$ cat src/rtl/sem_pkg.sv
// Package: types shared by the semaphore bank modules.
// Assumes: exactly two ports, left and right.
package sem_pkg;

    // Which port holds a token
    typedef enum logic {
        SIDE_LEFT  = 1'b0,
        SIDE_RIGHT = 1'b1
    } side_e;

endpackage

$ cat src/rtl/sem_port_dec.sv
// Module: sem_port_dec
// Decodes one port's access into one-hot claim and release vectors,
// one bit per token.
// Assumes: an access counts only when sel and wr are both high.
module sem_port_dec #(
    parameter int NUM_FLAGS = 8,
    parameter int IDX_W     = $clog2(NUM_FLAGS)
) (
    input  logic                 sel,
    input  logic                 wr,
    input  logic [IDX_W-1:0]     idx,
    input  logic                 wbit,
    output logic [NUM_FLAGS-1:0] claim_vec,
    output logic [NUM_FLAGS-1:0] free_vec
);

    logic wr_hit;
    assign wr_hit = sel & wr;

    for (genvar k = 0; k < NUM_FLAGS; k++) begin : g_flag
        // Purpose: mark token k as claimed (write of 0) or released (write of 1)
        always_comb begin
            claim_vec[k] = wr_hit && (idx == IDX_W'(k)) && !wbit;
            free_vec[k]  = wr_hit && (idx == IDX_W'(k)) &&  wbit;
        end
    end

endmodule

$ cat src/rtl/sem_flag_cell.sv
// Module: sem_flag_cell
// State of one token: held bit, holder side and one waiting-claim latch
// per port.
// Assumes: a port issues at most one of claim or release per cycle.
module sem_flag_cell
    import sem_pkg::*;
(
    input  logic clk,
    input  logic rst_n,
    input  logic claim_l,
    input  logic free_l,
    input  logic claim_r,
    input  logic free_r,
    output logic held,
    output logic owner
);

    logic  held_q, held_d;
    side_e owner_q, owner_d;
    logic  wait_l_q, wait_l_d;
    logic  wait_r_q, wait_r_d;
    logic  own_l, own_r, vacant;
    logic  want_l, want_r;

    // Purpose: work out the holder and the waiting claims for the next cycle
    always_comb begin
        own_l  = held_q && (owner_q == SIDE_LEFT);
        own_r  = held_q && (owner_q == SIDE_RIGHT);
        want_l = free_l ? 1'b0 : ((wait_l_q || claim_l) && !own_l);
        want_r = free_r ? 1'b0 : ((wait_r_q || claim_r) && !own_r);
        vacant = !held_q || (own_l && free_l) || (own_r && free_r);
        held_d   = held_q;
        owner_d  = owner_q;
        wait_l_d = want_l;
        wait_r_d = want_r;
        if (vacant) begin
            if (want_l) begin
                held_d   = 1'b1;
                owner_d  = SIDE_LEFT;
                wait_l_d = 1'b0;
            end else if (want_r) begin
                held_d   = 1'b1;
                owner_d  = SIDE_RIGHT;
                wait_r_d = 1'b0;
            end else begin
                held_d   = 1'b0;
                owner_d  = SIDE_LEFT;
            end
        end
    end

    // Purpose: register the token state, with a synchronous clear
    always_ff @(posedge clk) begin
        if (!rst_n) begin
            held_q   <= 1'b0;
            owner_q  <= SIDE_LEFT;
            wait_l_q <= 1'b0;
            wait_r_q <= 1'b0;
        end else begin
            held_q   <= held_d;
            owner_q  <= owner_d;
            wait_l_q <= wait_l_d;
            wait_r_q <= wait_r_d;
        end
    end

    assign held  = held_q;
    assign owner = owner_q;

endmodule

$ cat src/rtl/sem_read_mux.sv
// Module: sem_read_mux
// Read-back path for one port: returns 0 only when that port holds the
// addressed token.
// Assumes: SIDE is 0 for the left port and 1 for the right port.
module sem_read_mux #(
    parameter int   NUM_FLAGS = 8,
    parameter int   IDX_W     = $clog2(NUM_FLAGS),
    parameter logic SIDE      = 1'b0
) (
    input  logic                 sel,
    input  logic                 wr,
    input  logic [IDX_W-1:0]     idx,
    input  logic [NUM_FLAGS-1:0] held_vec,
    input  logic [NUM_FLAGS-1:0] owner_vec,
    output logic                 rbit
);

    // Purpose: drive 0 only for a plain read of a token this side holds
    always_comb begin
        rbit = 1'b1;
        if (sel && !wr && held_vec[idx] && (owner_vec[idx] == SIDE))
            rbit = 1'b0;
    end

endmodule

$ cat src/rtl/sem_bank.sv
// Module: sem_bank (top)
// A bank of two-port ownership tokens with waiting claims and a left-first
// tie-break.
// Assumes: both ports are synchronous to clk; reset is synchronous and
// active low.
module sem_bank #(
    parameter int NUM_FLAGS = 8,
    parameter int IDX_W     = $clog2(NUM_FLAGS)
) (
    input  logic             clk,
    input  logic             rst_n,
    input  logic             l_sel,
    input  logic             l_wr,
    input  logic [IDX_W-1:0] l_idx,
    input  logic             l_wbit,
    output logic             l_rbit,
    input  logic             r_sel,
    input  logic             r_wr,
    input  logic [IDX_W-1:0] r_idx,
    input  logic             r_wbit,
    output logic             r_rbit
);

    logic [NUM_FLAGS-1:0] claim_l, free_l, claim_r, free_r;
    logic [NUM_FLAGS-1:0] held_vec, owner_vec;

    sem_port_dec #(.NUM_FLAGS(NUM_FLAGS), .IDX_W(IDX_W)) u_dec_l (
        .sel(l_sel), .wr(l_wr), .idx(l_idx), .wbit(l_wbit),
        .claim_vec(claim_l), .free_vec(free_l)
    );

    sem_port_dec #(.NUM_FLAGS(NUM_FLAGS), .IDX_W(IDX_W)) u_dec_r (
        .sel(r_sel), .wr(r_wr), .idx(r_idx), .wbit(r_wbit),
        .claim_vec(claim_r), .free_vec(free_r)
    );

    for (genvar k = 0; k < NUM_FLAGS; k++) begin : g_cell
        sem_flag_cell u_cell (
            .clk(clk), .rst_n(rst_n),
            .claim_l(claim_l[k]), .free_l(free_l[k]),
            .claim_r(claim_r[k]), .free_r(free_r[k]),
            .held(held_vec[k]), .owner(owner_vec[k])
        );
    end

    sem_read_mux #(.NUM_FLAGS(NUM_FLAGS), .IDX_W(IDX_W), .SIDE(1'b0)) u_rd_l (
        .sel(l_sel), .wr(l_wr), .idx(l_idx),
        .held_vec(held_vec), .owner_vec(owner_vec), .rbit(l_rbit)
    );

    sem_read_mux #(.NUM_FLAGS(NUM_FLAGS), .IDX_W(IDX_W), .SIDE(1'b1)) u_rd_r (
        .sel(r_sel), .wr(r_wr), .idx(r_idx),
        .held_vec(held_vec), .owner_vec(owner_vec), .rbit(r_rbit)
    );

endmodule

$ cat config.mk
export PLATFORM = sky130hd
export DESIGN_NAME = sem_bank
export DESIGN_NICKNAME = d
export VERILOG_FILES = /design/src/rtl/sem_pkg.sv /design/src/rtl/sem_port_dec.sv /design/src/rtl/sem_flag_cell.sv /design/src/rtl/sem_read_mux.sv /design/src/rtl/sem_bank.sv
export SDC_FILE = /design/constraint.sdc
export NUM_CORES = 1
export LEC_CHECK = 0
export BUFFER_PORTS_ARGS = -buffer_cell sky130_fd_sc_hd__buf_2
export CORE_MARGIN = 2
export CORE_UTILIZATION = 35
export DETAILED_ROUTE_END_ITERATION = 12
export GPL_ROUTABILITY_DRIVEN = 0
export PLACE_DENSITY_LB_ADDON = 0.12
export SLEW_MARGIN = 10
export SYNTH_ARGS = -nofsm -noshare
export SYNTH_HDL_FRONTEND = slang
export SYNTH_SLANG_ARGS = --single-unit
$ cat constraint.sdc
create_clock -name clk -period 3.3 [get_ports clk]
set_input_delay 0.99 -clock clk [delete_from_list [all_inputs] [get_ports clk]]
set_output_delay 0.99 -clock clk [all_outputs]
set_load 0.005 [all_outputs]
==> impl_metrics.py, run 1 <==
metrics = {
    "die": {
        "pin_count": 16,
        "rows": 25,
        "die_x_microns": 74.7,
        "dieArea_sq_mm": 0.00558,
        "start_util": 0.368,
        "die_h_microns": 74.7,
        "coreArea_sq_mm": 0.00475,
    },
    "sta": {
        "tns_ps": 0,
        "rsz0062_at_grt": "no",
        "slew_headroom": 0.733,
        "maxSlewViolCount": 0,
        "period_share": 0.910,
        "setup_viol": 0,
        "fmax_ghz": 0.333,
        "tightest_slew_ps": 399,
        "post-route-min-period_ps": 3000,
        "finClkSkew_ps": 4.14,
        "hold_viol_final": 0,
    },
    "setup_path": {
        "r2r-start": "g_cell[7].u_cell.held",
        "critical_path.endpoint_type": "primary output",
        "cp.required_ps": 2310,
        "r2r_slack_ps": 2000,
        "r2r_cells": 5,
        "path_class": "in2out",
        "cp.arrival_ps": 2010,
        "crit_fanout": 10,
        "r2r_end": "g_cell[7].u_cell.owner",
        "start_kind": "primary input",
    },
    "global_route": {
        "grt_max_degree": 19,
        "antenna_found_initial": 0,
        "grt_util_met2": 0.264,
        "grt_pass1_vias": 1448,
        "use_met3": 0.0535,
        "overflow": 0,
        "grt_usage": 0.182,
        "grt_pass1_wl_microns": 7360,
        "gr-usage-met1": 0.256,
        "top_usage_layer": "met2",
    },
    "routing": {
        "remaining_drc_errors": 0,
        "vias": 1514,
        "viasPerCell": 5.26,
        "detail-route-antenna-nets": 0,
        "dr.pass1.iters": 4,
        "drt_wl_total_microns": 4450,
        "wl_per_cell_microns": 15.4,
        "drtIter0Drc": 140,
    },
    "power_and_ir_drop": {
        "p_leak_uw": 0.000732,
        "vdd_drop_max_uv": 238,
        "powerDensity_mw_per_mm2": 397,
        "finalPower_uw": 784,
    },
    "clocking": {
        "clockBufferDepth": 2,
        "cts_tree": "built",
        "clk_latency_ps": 290,
        "cts_setup_buffers": 0,
        "hold_buffers": 0,
        "clk_pin_slew_ps": 60,
        "cts_buffers": 5,
        "cts_resized": 0,
        "htree_levels": 2,
        "clock-sinks": 32,
        "clockRootBuffer": "clkbuf_8",
    },
    "status": {
        "outcome": "finished, final reports clean",
    },
    "job": {
        "drv_cap": 0,
    },
    "min_path": {
        "min_to": "g_cell[2].u_cell.wait_l_q",
        "min_path_type": "reg2reg",
        "holdPathStages": 2,
        "hold_start": "g_cell[2].u_cell.wait_l_q",
    },
    "final_layout": {
        "seq_area_sq_um": 641,
        "antenna_cells": 0,
        "area_growth_pct": 12.8,
        "final_nets": 234,
        "postLayoutCoreUtil": 0.415,
        "fillCellCount": 504,
        "final_layout_size_suffix_gt1_frac": 0.176,
        "multiInputGateArea_sq_mm": 0.00106,
    },
    "synthesis": {
        "yosys_register_bits": 32,
        "syn_inst": 202,
        "yosys_warnings": 0,
        "netlist_area_sq_mm": 0.00175,
        "async_flop_share": 0,
        "synth_nets": 216,
        "yosysTopAreaCell": "dfxtp_1",
        "synthTopCellsByArea": "dfxtp_1 (37%), nand2_1 (4.5%), o21ai_0 (4.0%)",
        "ys.flop_type": "dfxtp_1",
        "postSynthAreaPerCell_sq_um": 8.65,
        "synth.distinct_cells": 51,
        "synth_top_area_share": 0.366,
        "synth-edff-count": 0,
        "seq_area_frac_synth": 0.366,
    },
    "placement": {
        "dpl.hpwl_microns": 3310,
        "portBuffers": 15,
    },
}
-- worst max path at each step --
stage | from | cells after the start | endpoint
after detailed placement | l_idx[0] | 6 | l_rbit
after floorplan | r_idx[1] | 4 | r_rbit
after global routing | r_idx[2] | 5 | r_rbit
final | l_idx[0] | 6 | l_rbit
after global placement | r_idx[2] | 5 | r_rbit
after CTS | r_idx[2] | 5 | r_rbit
-- routing by layer --
layer	share of wire	wire length, microns
met1	0.50	2210
met5	0	0
met4	0.018	80
met3	0.048	215
met2	0.44	1940
-- cell usage after synthesis, types with 2 or more instances --
master	count
nand3b_4	2
nor2b_1	7
or2_1	3
and3_1	5
inv_1	4
o221ai_1	2
o21a_1	4
o31ai_1	3
nand2_1	21
and2_1	2
nand3_1	2
a21oi_1	13
or2_2	2
nor3_1	8
nor4_1	2
o22ai_1	3
nor2_1	16
o21ai_1	4
nand2b_1	5
a221oi_2	2
or3_1	4
nand3b_1	6
o21ai_0	14
mux2i_1	6
dfxtp_1	32
a31oi_1	2
buf_2	2
mux4_2	3
-- per-stage QoR --
stage	hold WS [ps]	setup slack (ps)	instance area [sq um]	std cells
floorplan	450	428	1750	202
global placement	468	295	1880	280
detailed placement	467	289	1880	280
CTS	476	287	1970	288
global route	504	220	1970	288
finish	477	298	1970	288
-- final cells by class --
| cell class | count | area share |
|---|---|---|
| tap | 67 | 0.0425 |
| timing repair buffer | 16 | 0.0419 |
| multi-input combinational | 161 | 0.537 |
| inverter | 4 | 0.00761 |
| sequential | 32 | 0.325 |
| clock buffer | 8 | 0.0457 |
-- sequential cells by signal, summed over array words and instances, names as in the netlist --
register and cells:
g_cell.u_cell.wait_r_q 8, g_cell.u_cell.owner 8, g_cell.u_cell.held 8, g_cell.u_cell.wait_l_q 8
-- kinds of logic (layout without fill, tap and decap cells) --
family / count (synthesis) / after routing / share of synthesized area
AND/OR/NAND/NOR: 94 / 94 / 0.311
AO/OA/AOI/OAI: 56 / 56 / 0.208
flip-flops: 32 / 32 / 0.366
multiplexers: 11 / 11 / 0.0880
buffers and inverters: 9 / 28 / 0.0272
-- critical path: stages --
cell	delay [ps]
buf_2	190
mux4_2	520
nand2_1	70
o21ai_1	60
nand3b_1	70
buf_2	110
-- placed cells by master, fill, tap and decap left out, types with 3 or more instances in the layout --
| master | Yosys | routed |
|---|---|---|
| dfxtp_1 | 32 | 32 |
| nand2_1 | 21 | 21 |
| nor2_1 | 16 | 16 |
| buf_2 | 2 | 15 |
| o21ai_0 | 14 | 14 |
| a21oi_1 | 13 | 13 |
| nor3_1 | 8 | 8 |
| nor2b_1 | 7 | 7 |
| nand3b_1 | 6 | 6 |
| mux2i_1 | 6 | 6 |
| clkbuf_8 | 1 | 6 |
| nand2b_1 | 5 | 5 |
| and3_1 | 5 | 5 |
| inv_1 | 4 | 4 |
| o21ai_1 | 4 | 4 |
| or3_1 | 4 | 4 |
| o21a_1 | 4 | 4 |
| mux4_2 | 3 | 3 |
| or2_1 | 3 | 3 |
| o31ai_1 | 3 | 3 |
| o22ai_1 | 3 | 3 |
-- report_power, final --
part | switching (uW) | leakage (uW) | total, uW | internal [uW]
Sequential | 2.98 | 0.000258 | 393 | 390
Combinational | 48.3 | 0.000428 | 76.3 | 28.0
Clock | 144 | 0.0000455 | 314 | 170
Total | 195 | 0.000732 | 784 | 588
No activity file was read; power rests on OpenSTA's default activity.
==> inputs of run 2 (changes only) <==
--- a/config.mk
+++ b/config.mk
@@ -6,6 +6,7 @@
 export NUM_CORES = 1
 export LEC_CHECK = 0
 export BUFFER_PORTS_ARGS = -buffer_cell sky130_fd_sc_hd__buf_2
+export CORE_ASPECT_RATIO = 0.7
 export CORE_MARGIN = 2
 export CORE_UTILIZATION = 35
 export DETAILED_ROUTE_END_ITERATION = 12
==> run 2 against run 1 <==
Net effect:
- via count rose by 0.33%
- highest routed layer unchanged
- die area rose by 0.16%
- utilization grew 0.18 points
- register-to-register slack improved by 30 ps
- power grew 7.3%
- design area is 1.0% higher
- critical path depth is the same
- setup slack got worse by 28 ps
==> impl_metrics.py, run 2 (synthesized netlist as in run 1, its figures left out) <==
metrics = {
    "job": {
        "drv_cap": 0,
    },
    "clocking": {
        "hold_buffers": 0,
        "clockBufferDepth": 2,
        "cts_buffers": 5,
        "cts_resized": 0,
        "cts_tree": "built",
        "htree_levels": 2,
        "clk_pin_slew_ps": 60,
        "clockRootBuffer": "clkbuf_8",
        "cts_setup_buffers": 0,
        "clock-sinks": 32,
        "clk_latency_ps": 290,
    },
    "global_route": {
        "overflow": 0,
        "grt_max_degree": 19,
        "grt_pass1_wl_microns": 7510,
        "antenna_found_initial": 0,
        "grt_usage": 0.178,
        "grt_pass1_vias": 1444,
    },
    "routing": {
        "wl_per_cell_microns": 15.1,
        "viasPerCell": 5.24,
        "dr.pass1.iters": 4,
        "drtIter0Drc": 74,
        "vias": 1519,
        "detail-route-antenna-nets": 0,
        "drt_wl_total_microns": 4390,
        "remaining_drc_errors": 0,
    },
    "setup_path": {
        "r2r_end": "g_cell[7].u_cell.owner",
        "critPathLaunch": "l_idx[0]",
        "cp.arrival_ps": 2040,
        "r2r_slack_ps": 2030,
        "path_class": "in2out",
        "cp.required_ps": 2310,
        "critical_path.endpoint_type": "primary output",
        "start_kind": "primary input",
        "crit_end": "l_rbit",
        "r2r-start": "g_cell[7].u_cell.held",
        "crit_fanout": 10,
        "r2r_cells": 5,
    },
    "sta": {
        "post-route-min-period_ps": 3030,
        "period_share": 0.918,
        "fmax_ghz": 0.330,
        "hold_slack_ps": 487,
        "slew_headroom": 0.753,
        "maxSlewViolCount": 0,
        "tns_ps": 0,
        "tightest_slew_ps": 366,
        "finClkSkew_ps": 6.62,
        "setup_viol": 0,
        "hold_viol_final": 0,
        "setup_ws_ps": 270,
        "rsz0062_at_grt": "no",
    },
    "placement": {
        "dpl.hpwl_microns": 3340,
        "portBuffers": 15,
        "pre_cts_ws_ps": 273,
    },
    "die": {
        "start_util": 0.366,
        "dieArea_sq_mm": 0.00558,
        "rows": 21,
        "die_x_microns": 88.5,
        "coreArea_sq_mm": 0.00478,
        "pin_count": 16,
        "die_h_microns": 63.1,
    },
    "final_layout": {
        "antenna_cells": 0,
        "area_growth_pct": 14.0,
        "fillCellCount": 507,
        "final_nets": 234,
        "final_cell_mix": "dfxtp_1 (32), nand2_1 (21), nor2_1 (16)",
        "final_layout_size_suffix_gt1_frac": 0.181,
        "final_common_cell": "dfxtp_1",
    },
    "power_and_ir_drop": {
        "p_leak_uw": 0.000742,
        "vdd_drop_max_uv": 187,
        "finalPower_uw": 841,
        "powerDensity_mw_per_mm2": 422,
    },
    "status": {
        "outcome": "finished, final reports clean",
    },
    "min_path": {
        "min_path_type": "reg2reg",
    },
}
[run 2: cell count changes in the layout (fill, tap and decap cells not counted), sizes merged]
cell    change
clkbuf      -2
bufinv      +1
clkinv      +1
[run 2: layout make-up]
| type | count | area (sq um) | area share |
|---|---|---|---|
| Tap cell | 69 | 86.3 | 0.0433 |
| Clock inverter | 2 | 35.0 | 0.0176 |
| Inverter | 4 | 15.0 | 0.00754 |
| Multi-Input combinational cell | 161 | 1060 | 0.532 |
| Sequential cell | 32 | 641 | 0.322 |
| Timing Repair Buffer | 16 | 82.6 | 0.0415 |
| Clock buffer | 6 | 72.6 | 0.0364 |
[run 2: how the worst min path moves through the flow]
| stage | startpoint | endpoint | slack [ps] | cells past startpoint |
|---|---|---|---|---|
| floorplan | g_cell[1].u_cell.wait_l_q | g_cell[1].u_cell.wait_l_q | 450 | 2 |
| CTS | g_cell[2].u_cell.wait_l_q | g_cell[2].u_cell.wait_l_q | 490 | 2 |
| global route | g_cell[2].u_cell.wait_l_q | g_cell[2].u_cell.wait_l_q | 520 | 2 |
| global placement | g_cell[1].u_cell.wait_l_q | g_cell[1].u_cell.wait_l_q | 470 | 2 |
| detailed placement | g_cell[2].u_cell.wait_l_q | g_cell[2].u_cell.wait_l_q | 480 | 2 |
| finish | g_cell[2].u_cell.wait_l_q | g_cell[2].u_cell.wait_l_q | 490 | 2 |
[run 2: per-layer routing]
layer,share of wire,GRT usage,routed length (microns)
met1,0.53,0.276,2330
met2,0.40,0.237,1740
met5,0,0,0
met4,0.013,0.0492,58
met3,0.061,0.0485,266
[run 2: worst max-delay path, stage by stage]
cell	delay, ps
buf_2	200
mux4_2	510
nand2_1	70
o21ai_1	70
nand3b_1	80
buf_2	110
[run 2: per-stage QoR]
step                      cells  utilization  area (sq um)
after floorplan             202            -          1750
after global placement      282        0.394          1880
after detailed placement    282        0.394          1880
after CTS                   290        0.417          1990
after global routing        290        0.417          1990
final                       290        0.417          1990
[run 2: report_power, final]
part | total, uW | internal, uW | leakage [uW] | switching, uW
combinational | 75.5 | 28.0 | 0.000428 | 47.5
sequential | 393 | 390 | 0.000258 | 3.02
clock | 372 | 224 | 0.0000552 | 148
